[config.mk]
export PLATFORM = sky130hd
export DESIGN_NAME = nand_word_seq
export DESIGN_NICKNAME = d
export VERILOG_FILES = /design/src/rtl/nseq_pkg.sv /design/src/rtl/nseq_bus.sv /design/src/rtl/nseq_ctl.sv /design/src/rtl/nand_word_seq.sv
export SDC_FILE = /design/constraint.sdc
export NUM_CORES = 1
export LEC_CHECK = 0
export ABC_AREA = 0
export BUFFER_PORTS_ARGS = -buffer_cell sky130_fd_sc_hd__buf_2
export CAP_MARGIN = 25
export CORE_MARGIN = 4
export CORE_UTILIZATION = 55
export CTS_BUF_LIST = sky130_fd_sc_hd__clkbuf_16
export DETAILED_ROUTE_END_ITERATION = 8
export MAX_ROUTING_LAYER = met4
export PLACE_DENSITY = 0.75
export SETUP_SLACK_MARGIN = 0.5
export SLEW_MARGIN = 20
export SYNTH_ARGS = -nofsm -noshare
export SYNTH_HDL_FRONTEND = slang
export SYNTH_SLANG_ARGS = --single-unit
[constraint.sdc]
create_clock -name clk -period 4.84 [get_ports clk]
set_clock_uncertainty 0.15 [all_clocks]
set_input_delay 0.968 -clock clk [delete_from_list [all_inputs] [get_ports clk]]
set_output_delay 0.968 -clock clk [all_outputs]
set_load 0.01 [all_outputs]
[src/rtl/nseq_pkg.sv]
`timescale 1ns/1ps
package nseq_pkg;
   localparam int WC_W = 6;

   localparam logic [2:0] RA_CTRL = 3'd0;
   localparam logic [2:0] RA_COL  = 3'd1;
   localparam logic [2:0] RA_ROW  = 3'd2;
   localparam logic [2:0] RA_DATA = 3'd3;
   localparam logic [2:0] RA_CFG  = 3'd4;
   localparam logic [2:0] RA_WAIT = 3'd5;
   localparam logic [2:0] RA_TMO  = 3'd6;

   localparam int B_START = 31;
   localparam int B_HOLD  = 30;
   localparam int B_ERR   = 27;
   localparam int B_RDY   = 26;
   localparam int B_SPEC  = 24;
   localparam int B_WR    = 21;
   localparam int B_RD    = 20;
   localparam int B_CMD2  = 19;
   localparam int B_ROW   = 18;
   localparam int B_COL   = 17;
   localparam int B_CMD1  = 16;

   typedef enum logic [1:0] {BK_CMD, BK_ADDR, BK_WR, BK_RD} bus_kind_e;

   typedef enum logic [2:0] {
      PH_IDLE, PH_CMD1, PH_ADDR, PH_CMD2, PH_RDLY, PH_RWAIT, PH_GAP, PH_DATA
   } phase_e;

   typedef struct packed {
      logic [WC_W-1:0] rwait;
      logic [WC_W-1:0] gap;
      logic [WC_W-1:0] hold;
      logic [WC_W-1:0] strobe;
      logic [WC_W-1:0] setup;
   } wait_t;

   function automatic logic [WC_W-1:0] wc_load(input logic [WC_W-1:0] v);
      return (v == '0) ? '0 : v - 1'b1;
   endfunction
endpackage

[src/rtl/nseq_bus.sv]
`timescale 1ns/1ps
module nseq_bus
   import nseq_pkg::*;
(
   input  logic            clk,
   input  logic            rst_n,
   input  logic            go,
   input  bus_kind_e       kind,
   input  logic [7:0]      tx_byte,
   input  logic [WC_W-1:0] t_setup,
   input  logic [WC_W-1:0] t_strobe,
   input  logic [WC_W-1:0] t_hold,
   input  logic [7:0]      io_in,
   output logic            cle,
   output logic            ale,
   output logic            we_n,
   output logic            re_n,
   output logic            io_oe,
   output logic [7:0]      io_out,
   output logic            done,
   output logic            cap,
   output logic [7:0]      cap_byte
);
   typedef enum logic [1:0] {BS_IDLE, BS_SETUP, BS_STROBE, BS_HOLD} bstate_e;

   bstate_e         st;
   bus_kind_e       kd;
   logic [WC_W-1:0] cnt;

   always_ff @(posedge clk or negedge rst_n) begin
      if (!rst_n) begin
         st       <= BS_IDLE;
         kd       <= BK_CMD;
         cnt      <= '0;
         io_out   <= '0;
         done     <= 1'b0;
         cap      <= 1'b0;
         cap_byte <= '0;
      end else begin
         done <= 1'b0;
         cap  <= 1'b0;
         case (st)
            BS_IDLE: if (go) begin
               st     <= BS_SETUP;
               kd     <= kind;
               io_out <= (kind == BK_RD) ? 8'h00 : tx_byte;
               cnt    <= wc_load(t_setup);
            end
            BS_SETUP: if (cnt == '0) begin
               st  <= BS_STROBE;
               cnt <= wc_load(t_strobe);
            end else cnt <= cnt - 1'b1;
            BS_STROBE: if (cnt == '0) begin
               st  <= BS_HOLD;
               cnt <= wc_load(t_hold);
               if (kd == BK_RD) begin
                  cap      <= 1'b1;
                  cap_byte <= io_in;
               end
            end else cnt <= cnt - 1'b1;
            BS_HOLD: if (cnt == '0) begin
               st   <= BS_IDLE;
               done <= 1'b1;
            end else cnt <= cnt - 1'b1;
            default: st <= BS_IDLE;
         endcase
      end
   end

   always_comb begin
      cle   = (st != BS_IDLE) && (kd == BK_CMD);
      ale   = (st != BS_IDLE) && (kd == BK_ADDR);
      io_oe = (st != BS_IDLE) && (kd != BK_RD);
      we_n  = !((st == BS_STROBE) && (kd != BK_RD));
      re_n  = !((st == BS_STROBE) && (kd == BK_RD));
   end
endmodule

[src/rtl/nseq_ctl.sv]
`timescale 1ns/1ps
module nseq_ctl
   import nseq_pkg::*;
#(
   parameter int TO_W = 16
) (
   input  logic            clk,
   input  logic            rst_n,
   input  logic            start,
   input  logic [31:0]     word_in,
   input  logic [31:0]     col,
   input  logic [31:0]     row,
   input  logic [31:0]     data_q,
   input  logic [1:0]      col_n,
   input  logic [1:0]      row_n,
   input  wait_t           wt,
   input  logic [TO_W-1:0] tmo,
   input  logic            rb_ready,
   input  logic            bus_done,
   input  logic            bus_cap,
   output logic            bus_go,
   output bus_kind_e       bus_kind,
   output logic [7:0]      bus_byte,
   output logic            busy,
   output logic            err,
   output logic            ce_n,
   output logic [31:0]     cw,
   output logic            dat_clr,
   output logic            dat_we,
   output logic [1:0]      dat_lane
);
   phase_e          ph, nx;
   logic            issued, adv, tmo_hit;
   logic [3:0]      idx, n_col, n_row, n_addr, n_data, a_off;
   logic [TO_W-1:0] tcnt;
   logic [WC_W-1:0] dcnt;
   logic            rd_en;
   logic [7:0]      addr_byte;

   function automatic phase_e next_ph(input logic [31:0] w, input phase_e cur);
      logic a_en, d_en;
      a_en = w[B_SPEC] | w[B_COL] | w[B_ROW];
      d_en = w[B_RD] | w[B_WR];
      if (cur == PH_RDLY) return PH_RWAIT;
      if (cur == PH_GAP)  return PH_DATA;
      if (cur == PH_DATA) return PH_IDLE;
      if (cur == PH_CMD2) return PH_RDLY;
      if (cur == PH_IDLE && w[B_CMD1]) return PH_CMD1;
      if ((cur == PH_IDLE || cur == PH_CMD1) && a_en) return PH_ADDR;
      if (cur != PH_RWAIT && w[B_CMD2]) return PH_CMD2;
      if (d_en) return PH_GAP;
      return PH_IDLE;
   endfunction

   assign busy     = (ph != PH_IDLE);
   assign rd_en    = cw[B_RD];
   assign n_col    = cw[B_COL] ? {2'b00, col_n} + 4'd1 : 4'd0;
   assign n_row    = cw[B_ROW] ? {2'b00, row_n} + 4'd1 : 4'd0;
   assign n_addr   = cw[B_SPEC] ? 4'd1 : n_col + n_row;
   assign n_data   = {2'b00, cw[29:28]} + 4'd1;
   assign a_off    = idx - n_col;
   assign dat_we   = bus_cap && (ph == PH_DATA);
   assign dat_lane = idx[1:0];

   always_comb begin
      if (cw[B_SPEC])     addr_byte = 8'h00;
      else if (idx < n_col) addr_byte = col[{idx[1:0], 3'b000} +: 8];
      else                addr_byte = row[{a_off[1:0], 3'b000} +: 8];
   end

   always_comb begin
      nx       = next_ph(cw, ph);
      adv      = 1'b0;
      tmo_hit  = 1'b0;
      bus_go   = 1'b0;
      bus_kind = BK_CMD;
      bus_byte = 8'h00;
      case (ph)
         PH_CMD1: begin
            bus_go = !issued; bus_byte = cw[7:0]; adv = bus_done;
         end
         PH_ADDR: begin
            bus_go = !issued; bus_kind = BK_ADDR; bus_byte = addr_byte;
            adv = bus_done && (idx == n_addr - 4'd1);
         end
         PH_CMD2: begin
            bus_go = !issued; bus_byte = cw[15:8]; adv = bus_done;
         end
         PH_RDLY, PH_GAP: adv = (dcnt == '0);
         PH_RWAIT: begin
            if (rb_ready) adv = 1'b1;
            else if (tcnt == tmo) begin
               adv = 1'b1; tmo_hit = 1'b1; nx = PH_IDLE;
            end
         end
         PH_DATA: begin
            bus_go   = !issued;
            bus_kind = rd_en ? BK_RD : BK_WR;
            bus_byte = data_q[{idx[1:0], 3'b000} +: 8];
            adv      = bus_done && (idx == n_data - 4'd1);
         end
         default: ;
      endcase
      dat_clr = adv && (nx == PH_DATA) && rd_en;
   end

   always_ff @(posedge clk or negedge rst_n) begin
      if (!rst_n) begin
         ph     <= PH_IDLE;
         cw     <= '0;
         issued <= 1'b0;
         idx    <= '0;
         dcnt   <= '0;
         tcnt   <= '0;
         err    <= 1'b0;
         ce_n   <= 1'b1;
      end else begin
         if (bus_go) issued <= 1'b1;
         if (ph == PH_IDLE) begin
            if (start) begin
               cw     <= word_in & ~32'h8C00_0000;
               err    <= 1'b0;
               ph     <= next_ph(word_in, PH_IDLE);
               issued <= 1'b0;
               idx    <= '0;
               dcnt   <= wc_load(wt.gap);
               ce_n   <= (next_ph(word_in, PH_IDLE) == PH_IDLE) ? ~word_in[B_HOLD] : 1'b0;
            end
         end else if (adv) begin
            ph     <= nx;
            issued <= 1'b0;
            idx    <= '0;
            tcnt   <= '0;
            dcnt   <= wc_load((nx == PH_RDLY) ? wt.rwait : wt.gap);
            if (tmo_hit) err <= 1'b1;
            if (nx == PH_IDLE) ce_n <= ~cw[B_HOLD];
         end else begin
            if (bus_done) begin
               idx    <= idx + 4'd1;
               issued <= 1'b0;
            end
            if (ph == PH_RDLY || ph == PH_GAP) dcnt <= dcnt - 1'b1;
            if (ph == PH_RWAIT) tcnt <= tcnt + 1'b1;
         end
      end
   end
endmodule

[src/rtl/nand_word_seq.sv]
`timescale 1ns/1ps
module nand_word_seq
   import nseq_pkg::*;
#(
   parameter int TO_W        = 16,
   parameter int SYNC_STAGES = 2,
   parameter int TMO_RESET   = 1000
) (
   input  logic        clk,
   input  logic        rst_n,
   input  logic        reg_wr,
   input  logic [2:0]  reg_addr,
   input  logic [31:0] reg_wdata,
   output logic [31:0] reg_rdata,
   output logic        nand_ce_n,
   output logic        nand_cle,
   output logic        nand_ale,
   output logic        nand_we_n,
   output logic        nand_re_n,
   output logic [7:0]  nand_io_out,
   output logic        nand_io_oe,
   input  logic [7:0]  nand_io_in,
   input  logic        nand_rb_n
);
   localparam logic [TO_W-1:0] TMO_INIT = TMO_RESET[TO_W-1:0];

   initial begin
      if (TO_W < 4 || TO_W > 32) $fatal(1, "TO_W out of range");
      if (SYNC_STAGES < 1 || SYNC_STAGES > 4) $fatal(1, "SYNC_STAGES out of range");
   end

   logic [31:0]     col_q, row_q, data_q, cw;
   logic [3:0]      cfg_q;
   wait_t           wt_q;
   logic [TO_W-1:0] tmo_q;
   logic            busy, err, rb_ready, start, wr_ok;
   logic            bus_go, bus_done, bus_cap;
   bus_kind_e       bus_kind;
   logic [7:0]      bus_byte, cap_byte;
   logic            dat_clr, dat_we;
   logic [1:0]      dat_lane;

   generate
      if (SYNC_STAGES == 1) begin : g_sync1
         logic q;
         always_ff @(posedge clk or negedge rst_n)
            if (!rst_n) q <= 1'b1; else q <= nand_rb_n;
         assign rb_ready = q;
      end else begin : g_syncn
         logic [SYNC_STAGES-1:0] sr;
         always_ff @(posedge clk or negedge rst_n)
            if (!rst_n) sr <= '1; else sr <= {sr[SYNC_STAGES-2:0], nand_rb_n};
         assign rb_ready = sr[SYNC_STAGES-1];
      end
   endgenerate

   assign wr_ok = reg_wr && !busy;
   assign start = wr_ok && (reg_addr == RA_CTRL) && reg_wdata[B_START];

   always_ff @(posedge clk or negedge rst_n) begin
      if (!rst_n) begin
         col_q  <= '0;
         row_q  <= '0;
         data_q <= '0;
         cfg_q  <= '0;
         wt_q   <= '0;
         tmo_q  <= TMO_INIT;
      end else begin
         if (dat_clr) data_q <= '0;
         else if (dat_we) data_q[{dat_lane, 3'b000} +: 8] <= cap_byte;
         else if (wr_ok && reg_addr == RA_DATA) data_q <= reg_wdata;
         if (wr_ok) begin
            case (reg_addr)
               RA_COL:  col_q <= reg_wdata;
               RA_ROW:  row_q <= reg_wdata;
               RA_CFG:  cfg_q <= reg_wdata[7:4];
               RA_WAIT: wt_q  <= reg_wdata[29:0];
               RA_TMO:  tmo_q <= reg_wdata[TO_W-1:0];
               default: ;
            endcase
         end
      end
   end

   always_comb begin
      case (reg_addr)
         RA_CTRL: reg_rdata = cw | ({31'b0, busy} << B_START) | ({31'b0, err} << B_ERR)
                              | ({31'b0, rb_ready} << B_RDY);
         RA_COL:  reg_rdata = col_q;
         RA_ROW:  reg_rdata = row_q;
         RA_DATA: reg_rdata = data_q;
         RA_CFG:  reg_rdata = {24'b0, cfg_q, 4'b0};
         RA_WAIT: reg_rdata = {2'b0, wt_q};
         RA_TMO:  reg_rdata = 32'(tmo_q);
         default: reg_rdata = '0;
      endcase
   end

   nseq_ctl #(.TO_W(TO_W)) u_ctl (
      .clk(clk), .rst_n(rst_n), .start(start), .word_in(reg_wdata),
      .col(col_q), .row(row_q), .data_q(data_q),
      .col_n(cfg_q[1:0]), .row_n(cfg_q[3:2]), .wt(wt_q), .tmo(tmo_q),
      .rb_ready(rb_ready), .bus_done(bus_done), .bus_cap(bus_cap),
      .bus_go(bus_go), .bus_kind(bus_kind), .bus_byte(bus_byte),
      .busy(busy), .err(err), .ce_n(nand_ce_n), .cw(cw),
      .dat_clr(dat_clr), .dat_we(dat_we), .dat_lane(dat_lane)
   );

   nseq_bus u_bus (
      .clk(clk), .rst_n(rst_n), .go(bus_go), .kind(bus_kind), .tx_byte(bus_byte),
      .t_setup(wt_q.setup), .t_strobe(wt_q.strobe), .t_hold(wt_q.hold),
      .io_in(nand_io_in), .cle(nand_cle), .ale(nand_ale), .we_n(nand_we_n),
      .re_n(nand_re_n), .io_oe(nand_io_oe), .io_out(nand_io_out),
      .done(bus_done), .cap(bus_cap), .cap_byte(cap_byte)
   );
endmodule

# Word level (Yosys, flattened, before mapping)

Cells that the tools add are included.

Add/subtract/negate cells: 17
$lt $le $gt $ge: 1
Equal/unequal tests: 32
Shifts and indexed selects: 5
Muxes and demuxes: 159
Bitwise logic cells: 12
Reductions and logical operators: 64

Operators by type and width:

| operator               | number |
|---|---|
| $pmux 32 s7            | 1 |
| $mux 3                 | 41 |
| $mux 32                | 3 |
| $shiftx 32x6->8        | 3 |
| $mux 6                 | 14 |
| $mux 1                 | 79 |
| $logic_not 6->1        | 7 |
| $sub 6x1->6 const B    | 7 |
| $bwmux 32              | 1 |
| $mux 16                | 2 |
| $or 31x32->32          | 1 |
| $or 32x27->32          | 1 |
| $or 32x28->32          | 1 |
| $pmux 8 s4             | 1 |
| $shift 8x7->32 const A | 1 |
| $shiftx 8x7->32        | 1 |
| $eq 3x3->1 const B     | 9 |
| $mux 4                 | 6 |
| $mux 8                 | 3 |
| $pmux 6 s4             | 1 |
| $reduce_and 2->1       | 12 |
| $logic_and 1x1->1      | 17 |
| $add 16x1->16 const B  | 1 |
| $eq 16x16->1           | 1 |
| 31 further kinds       | 76 |

Bits in registers: 237
Bits of input ports: 47
Output and inout bits: 46

# Depth between registers and ports, before layout

Depth in word-level cells: 47
Mapped depth: 14
Gate-level depth less buffers: 13

# Cells and area by module

Synthesis repeated with hierarchy kept, for this count alone.

Cells, all modules: 1258
Area, all modules: 14253.7 um^2

By module, submodules not included:

| module        | instances | cells each | area an instance (um^2) |
|---|---|---|---|
| nand_word_seq | 1         | 569        | 7507.2 |
| nseq_ctl      | 1         | 515        | 4988.5 |
| nseq_bus      | 1         | 174        | 1757.9 |

# Worst setup path before layout

Ideal clock, no wire load.

Path kind: input port to output port
Start: in reg_addr[0]
End: out reg_rdata[16]
Data arrival time: 2.715 ns
Data required time: 3.722 ns
Path slack: 1.007 ns
Cell stages on the path: 5
Cell sequence: clkbuf_1 > buf_1 > clkbuf_1 > mux4_2 > a22o_1

Longest elaborated chain between the ends: 2
Elaborated cells between the ends (all ways): 8
Classes of those cells: 6 x eq/ne; 1 x mux; 1 x reduce/logical

Ends and longest elaborated chain:

| what                               | line                | source |
|---|---|---|
| from (decl)                        | nand_word_seq.sv:12 | `input logic [2:0] reg_addr,` |
| $eq 3x3->1 (tied with other cells) | nand_word_seq.sv:86 | `case (reg_addr)` |
| $pmux 32 s7 *                      | nand_word_seq.sv:86 |  |
| to (decl)                          | nand_word_seq.sv:14 | `output logic [31:0] reg_rdata,` |

Every way passes the cells marked *; elsewhere a longest branch is shown, timed or not.

# Final worst setup path

Start: reg cfg_q[2]
End: reg data_q[0]

Longest elaborated chain between the ends: 11
Elaborated cells between the ends (all ways): 12
Classes of those cells: 3 x add/sub; 1 x eq/ne; 4 x mux; 4 x reduce/logical

Ends and longest elaborated chain:

| what                                                   | line                | source |
|---|---|---|
| from (decl)                                            | nand_word_seq.sv:33 | `logic [3:0] cfg_q;` |
| from (signal assigned)                                 | nand_word_seq.sv:76 | `RA_CFG: cfg_q <= reg_wdata[7:4];` |
| $add 2x1->3 *                                          | nseq_ctl.sv:58      | `assign n_row = cw[B_ROW] ? {2'b00, row_n} + 4'd1 : 4'd0;` |
| $mux 4 *                                               | nseq_ctl.sv:58      |  |
| $add 4x4->4 *                                          | nseq_ctl.sv:59      | `assign n_addr = cw[B_SPEC] ? 4'd1 : n_col + n_row;` |
| $mux 4 *                                               | nseq_ctl.sv:59      |  |
| $sub 4x1->4 *                                          | nseq_ctl.sv:84      | `adv = bus_done && (idx == n_addr - 4'd1);` |
| $eq 4x4->1 *                                           | nseq_ctl.sv:84      |  |
| $logic_and 1x1->1 *                                    | nseq_ctl.sv:84      |  |
| $pmux 1 s5 *                                           | nseq_ctl.sv:78      | `case (ph)` |
| $logic_and 1x1->1 * (2 in series)                      | nseq_ctl.sv:104     | `dat_clr = adv && (nx == PH_DATA) && rd_en;` |
| $reduce_bool 3->1 (no line) or $mux 32 (tied branches) | -                   |  |
| to (signal, indexed assignment)                        | nand_word_seq.sv:70 | `else if (dat_we) data_q[{dat_lane, 3'b000} +: 8] <= cap_byte;` |
| to (signal assigned)                                   | nand_word_seq.sv:71 | `else if (wr_ok && reg_addr == RA_DATA) data_q <= reg_wdata;` |
| to (decl)                                              | nand_word_seq.sv:32 | `logic [31:0] col_q, row_q, data_q, cw;` |

Marked as above.
A chain may end at the register's enable or synchronous reset.

==> results.json <==
{
  "floorplan.die_area_mm2": 0.0279,
  "count_of_tritonroute_iterations_in_the_first_routing_pass": 6,
  "critPathLaunchType": "flip-flop",
  "die_width_um": 167,
  "routed_wl_um": 43900,
  "worst_path_fanout_max": 32,
  "edff_count_synth": 0,
  "layout.core_utilization": 0.634,
  "global_route.usage.met3": 0.0763,
  "crit_path_cell_chain": "ha_1 -> and2_1 -> inv_1 -> fa_1 -> nor3_1 -> nor2_1 -> ha_1 -> xor2_1 -> nand4_1 -> or4_4 -> a2111oi_4 -> buf_6 -> a211oi_1",
  "syn-instance-count": 1249,
  "rsz0062_at_grt": "false",
  "cts_repair_resize_count": 0,
  "synthDistinctLibCells": 66,
  "timing.final.hold_violations": 0,
  "ys_ff_latch": 237,
  "core_region_area_mm2": 0.0246,
  "synth_sequential_area_ratio": 0.427,
  "cts.sink_count": 237,
  "drtAntennaViolNets": 0,
  "finalCritPeriodShare": 0.837,
  "first_pass_grt_wire_length_um": 67200,
  "cp_common_cell": "sky130_fd_sc_hd__ha_1",
  "outcome": "finished, final reports clean",
  "global_route.usage.total": 0.318,
  "netlist_area_mm2": 0.0139,
  "mux_contribution_to_synthesized_area": 0.227,
  "complex_gate_fraction_of_the_synthesized_area": 0.130,
  "routed-via-count": 11200,
  "leakagePower_uw": 0.00742,
  "arrival_time_of_the_worst_setup_path_ps": 4330,
  "layout-drive-gt1-share": 0.324,
  "clockRootBuffer": "sky130_fd_sc_hd__clkbuf_16",
  "pin_count_of_the_biggest_net_entering_global_routing": 88,
  "slowest_delay_ps": 610,
  "grt-ovfl-total": 0,
  "first_iter_violations": 1370,
  "crit_path_end_kind": "flip-flop",
  "ios": 93,
  "initial_utilization": 0.565,
  "ctsLongestPathBuffers": 3,
  "tritoncts": "done",
  "post-route-cell-area_mm2": 0.0156,
  "fraction_of_met1_tracks_used_by_global_routing": 0.406,
  "worstMarginPinSlew_ps": 765,
  "crit_slowest_cell": "sky130_fd_sc_hd__or4_4",
  "adder_cell_share_of_the_synthesized_area": 0.0335,
  "timing.setup.tns_ps": 0,
  "slew_violations": 0,
  "ys_warn_count": 0,
  "worstPathRequired_ps": 5110,
  "num-nets-final": 1413,
  "fin_crit_ps": 4050,
  "worst_slew_margin_rel": 0.483,
  "simple_gate_share_of_the_synthesized_area": 0.111,
  "yosysTopAreaCell": "sky130_fd_sc_hd__dfrtp_1",
  "chipHeight_um": 167,
  "synth_top_area_frac": 0.410,
  "tritoncts_buffer_count": 26,
  "dominantRegCellSynth": "sky130_fd_sc_hd__dfrtp_1",
  "hold_path_class": "reg -> reg",
  "htree_levels": 1,
  "area.growth.synth_to_final_pct": 12.2,
  "hold_buffers": 0,
  "syn_area_per_cell_um2": 11.1,
  "clock.fmax_mhz": 247,
  "wire_per_inst_um": 26.2,
  "grt_antenna_before_repair": 3,
  "cts.clk_slew.worst_paths_ps": 60,
  "design_power_total_uw": 4190,
  "cts_post_setup_buffers_inserted": 0,
  "grt.met2_usage": 0.482,
  "number_of_global_route_vias_before_repair": 11300,
  "placed_cell_area_mm2": 0.0147,
  "floorplan.rows": 57,
  "drv_cap": 0,
  "port_buffers": 92,
  "timing.final.setup_violations": 0,
  "routabilityCongestion": 1.02,
  "clk_latency_ps": 560,
  "synth_top_family_by_area": "multiplexers",
  "synth-async-reset-ratio": 1.00,
  "detail_route.vias_per_cell": 6.70,
  "post_synth_xor_xnor_area": 0.0397,
  "synthMostInstantiatedCell": "sky130_fd_sc_hd__dfrtp_1",
  "critPathKind": "reg -> reg",
  "drc_errors": 0,
  "dp.final_hpwl_um": 31800,
  "synth_area_leaders": "sky130_fd_sc_hd__dfrtp_1 (41%), sky130_fd_sc_hd__mux2_2 (14%), sky130_fd_sc_hd__mux4_2 (7.4%)",
  "synth_top_cells_by_count": "sky130_fd_sc_hd__dfrtp_1 (228), sky130_fd_sc_hd__mux2_2 (175), sky130_fd_sc_hd__nor2_1 (116), sky130_fd_sc_hd__nand2_1 (99), sky130_fd_sc_hd__o21ai_0 (68)",
  "syn-num-nets": 1332,
  "layer_with_the_highest_usage": "met2",
  "worst_voltage_drop_across_the_vdd_grid_mv": 0.276,
  "power-per-cell-area_mw_per_mm2": 268
}
==> cell usage in the layout (no fill, tap or decap), drive strengths merged, types with 3 or more instances in the layout <==
cell type  netlist  layout
buf             23     125
and4             6       6
nand3           15      15
o22ai           11      11
o21ai           68      68
a21oi           30      30
a221oi          16      16
a31oi            6       6
nand2b           6       6
bufinv           0       3
clkinv           0      13
a221o            5       5
o22a             3       3
nor4             9       9
diode            0       3
dfrtp          228     228
mux2i           15      15
or3              3       3
inv             30      34
o31ai            5       5
nand3b           5       5
ha              34      34
nor2           116     116
a22oi           14      14
nor3b            3       3
and3             7       7
xnor2           23      23
nor2b           10      10
dfstp            9       9
xor2            40      40
mux4            46      46
nor3            29      29
a211oi          36      36
clkbuf          49      26
nand2           99      99
mux2           175     175
nand4            8       8
and2            11      11
a22o            32      32
==> path summary, 6_finish.rpt <==
check                              start       endpoint  slack (ps)  cells after the start
setup / recovery                cfg_q[2]      data_q[0]         790                     13
hold / removal             g_syncn.sr[0]  g_syncn.sr[1]         210                      0
setup reg to reg                cfg_q[2]      data_q[0]         790                     13
hold reg to reg            g_syncn.sr[0]  g_syncn.sr[1]         210                      0
max in group asynchronous          rst_n       row_q[0]        3270                      2
min in group asynchronous          rst_n    u_ctl.ph[1]         250                      1
==> through the flow <==
step	std cells	hold slack [ps]	setup WS (ps)
2_1_floorplan	1249	195	1010
3_3_place_gp	1625	199	755
3_5_place_dp	1626	201	682
4_1_cts	1674	209	668
5_1_grt	1676	212	526
6_report	1677	207	787
==> power by group <==
| group | total (µW) | internal, µW | switching (µW) | leakage (µW) |
|---|---|---|---|---|
| Combinational | 214 | 62.5 | 152 | 0.00398 |
| Sequential | 1980 | 1980 | 0.785 | 0.00302 |
| Clock | 1990 | 1140 | 848 | 0.000427 |
==> layer usage <==
metal / vias to the layer above / share of wire
li1: 4777 / -
met4: 0 / 0.059
met5: - / 0
met3: 192 / 0.11
met1: 5550 / 0.38
met2: 715 / 0.45
==> layout make-up <==
class | instances | area (µm²)
fill | 1925 | 9000
clock inverter | 22 | 198
clock buffer | 26 | 651
timing repair buffer | 125 | 732
sequential | 237 | 5940
multi-input combinational | 910 | 7560
tap | 324 | 405
antenna | 3 | 7.51
inverter | 30 | 113
==> worst max-delay path, delay by kind of cell (launching register included) <==
family | cells | cell delay, ps
AO/OA/AOI/OAI | 2 | 410
buffers and inverters | 2 | 440
adder cells (fa/ha/maj) | 3 | 1050
flip-flops | 1 | 410
XOR/XNOR | 1 | 150
AND/OR/NAND/NOR | 5 | 1300
==> state kept, by name (all words and copies together), names as in the netlist, 8 cells and up <==
register / count
u_bus.io_out: 8
row_q: 32
u_ctl.cw: 29
tmo_q: 16
wt_q: 30
data_q: 32
u_bus.cap_byte: 8
u_ctl.tcnt: 16
col_q: 32
==> kinds of logic (layout without fill, tap and decap cells) <==
family                     Yosys count  count (layout)
adders and majority gates           36              36
buffers and inverters              102             203
muxes                              236             236
other                                0               3
AOI/OAI and AO/OA                  242             242
DFF                                237             237
xor gates and xnor gates            63              63
and+or+nand+nor                    333             333
No activity file was read; power rests on OpenSTA's default activity.
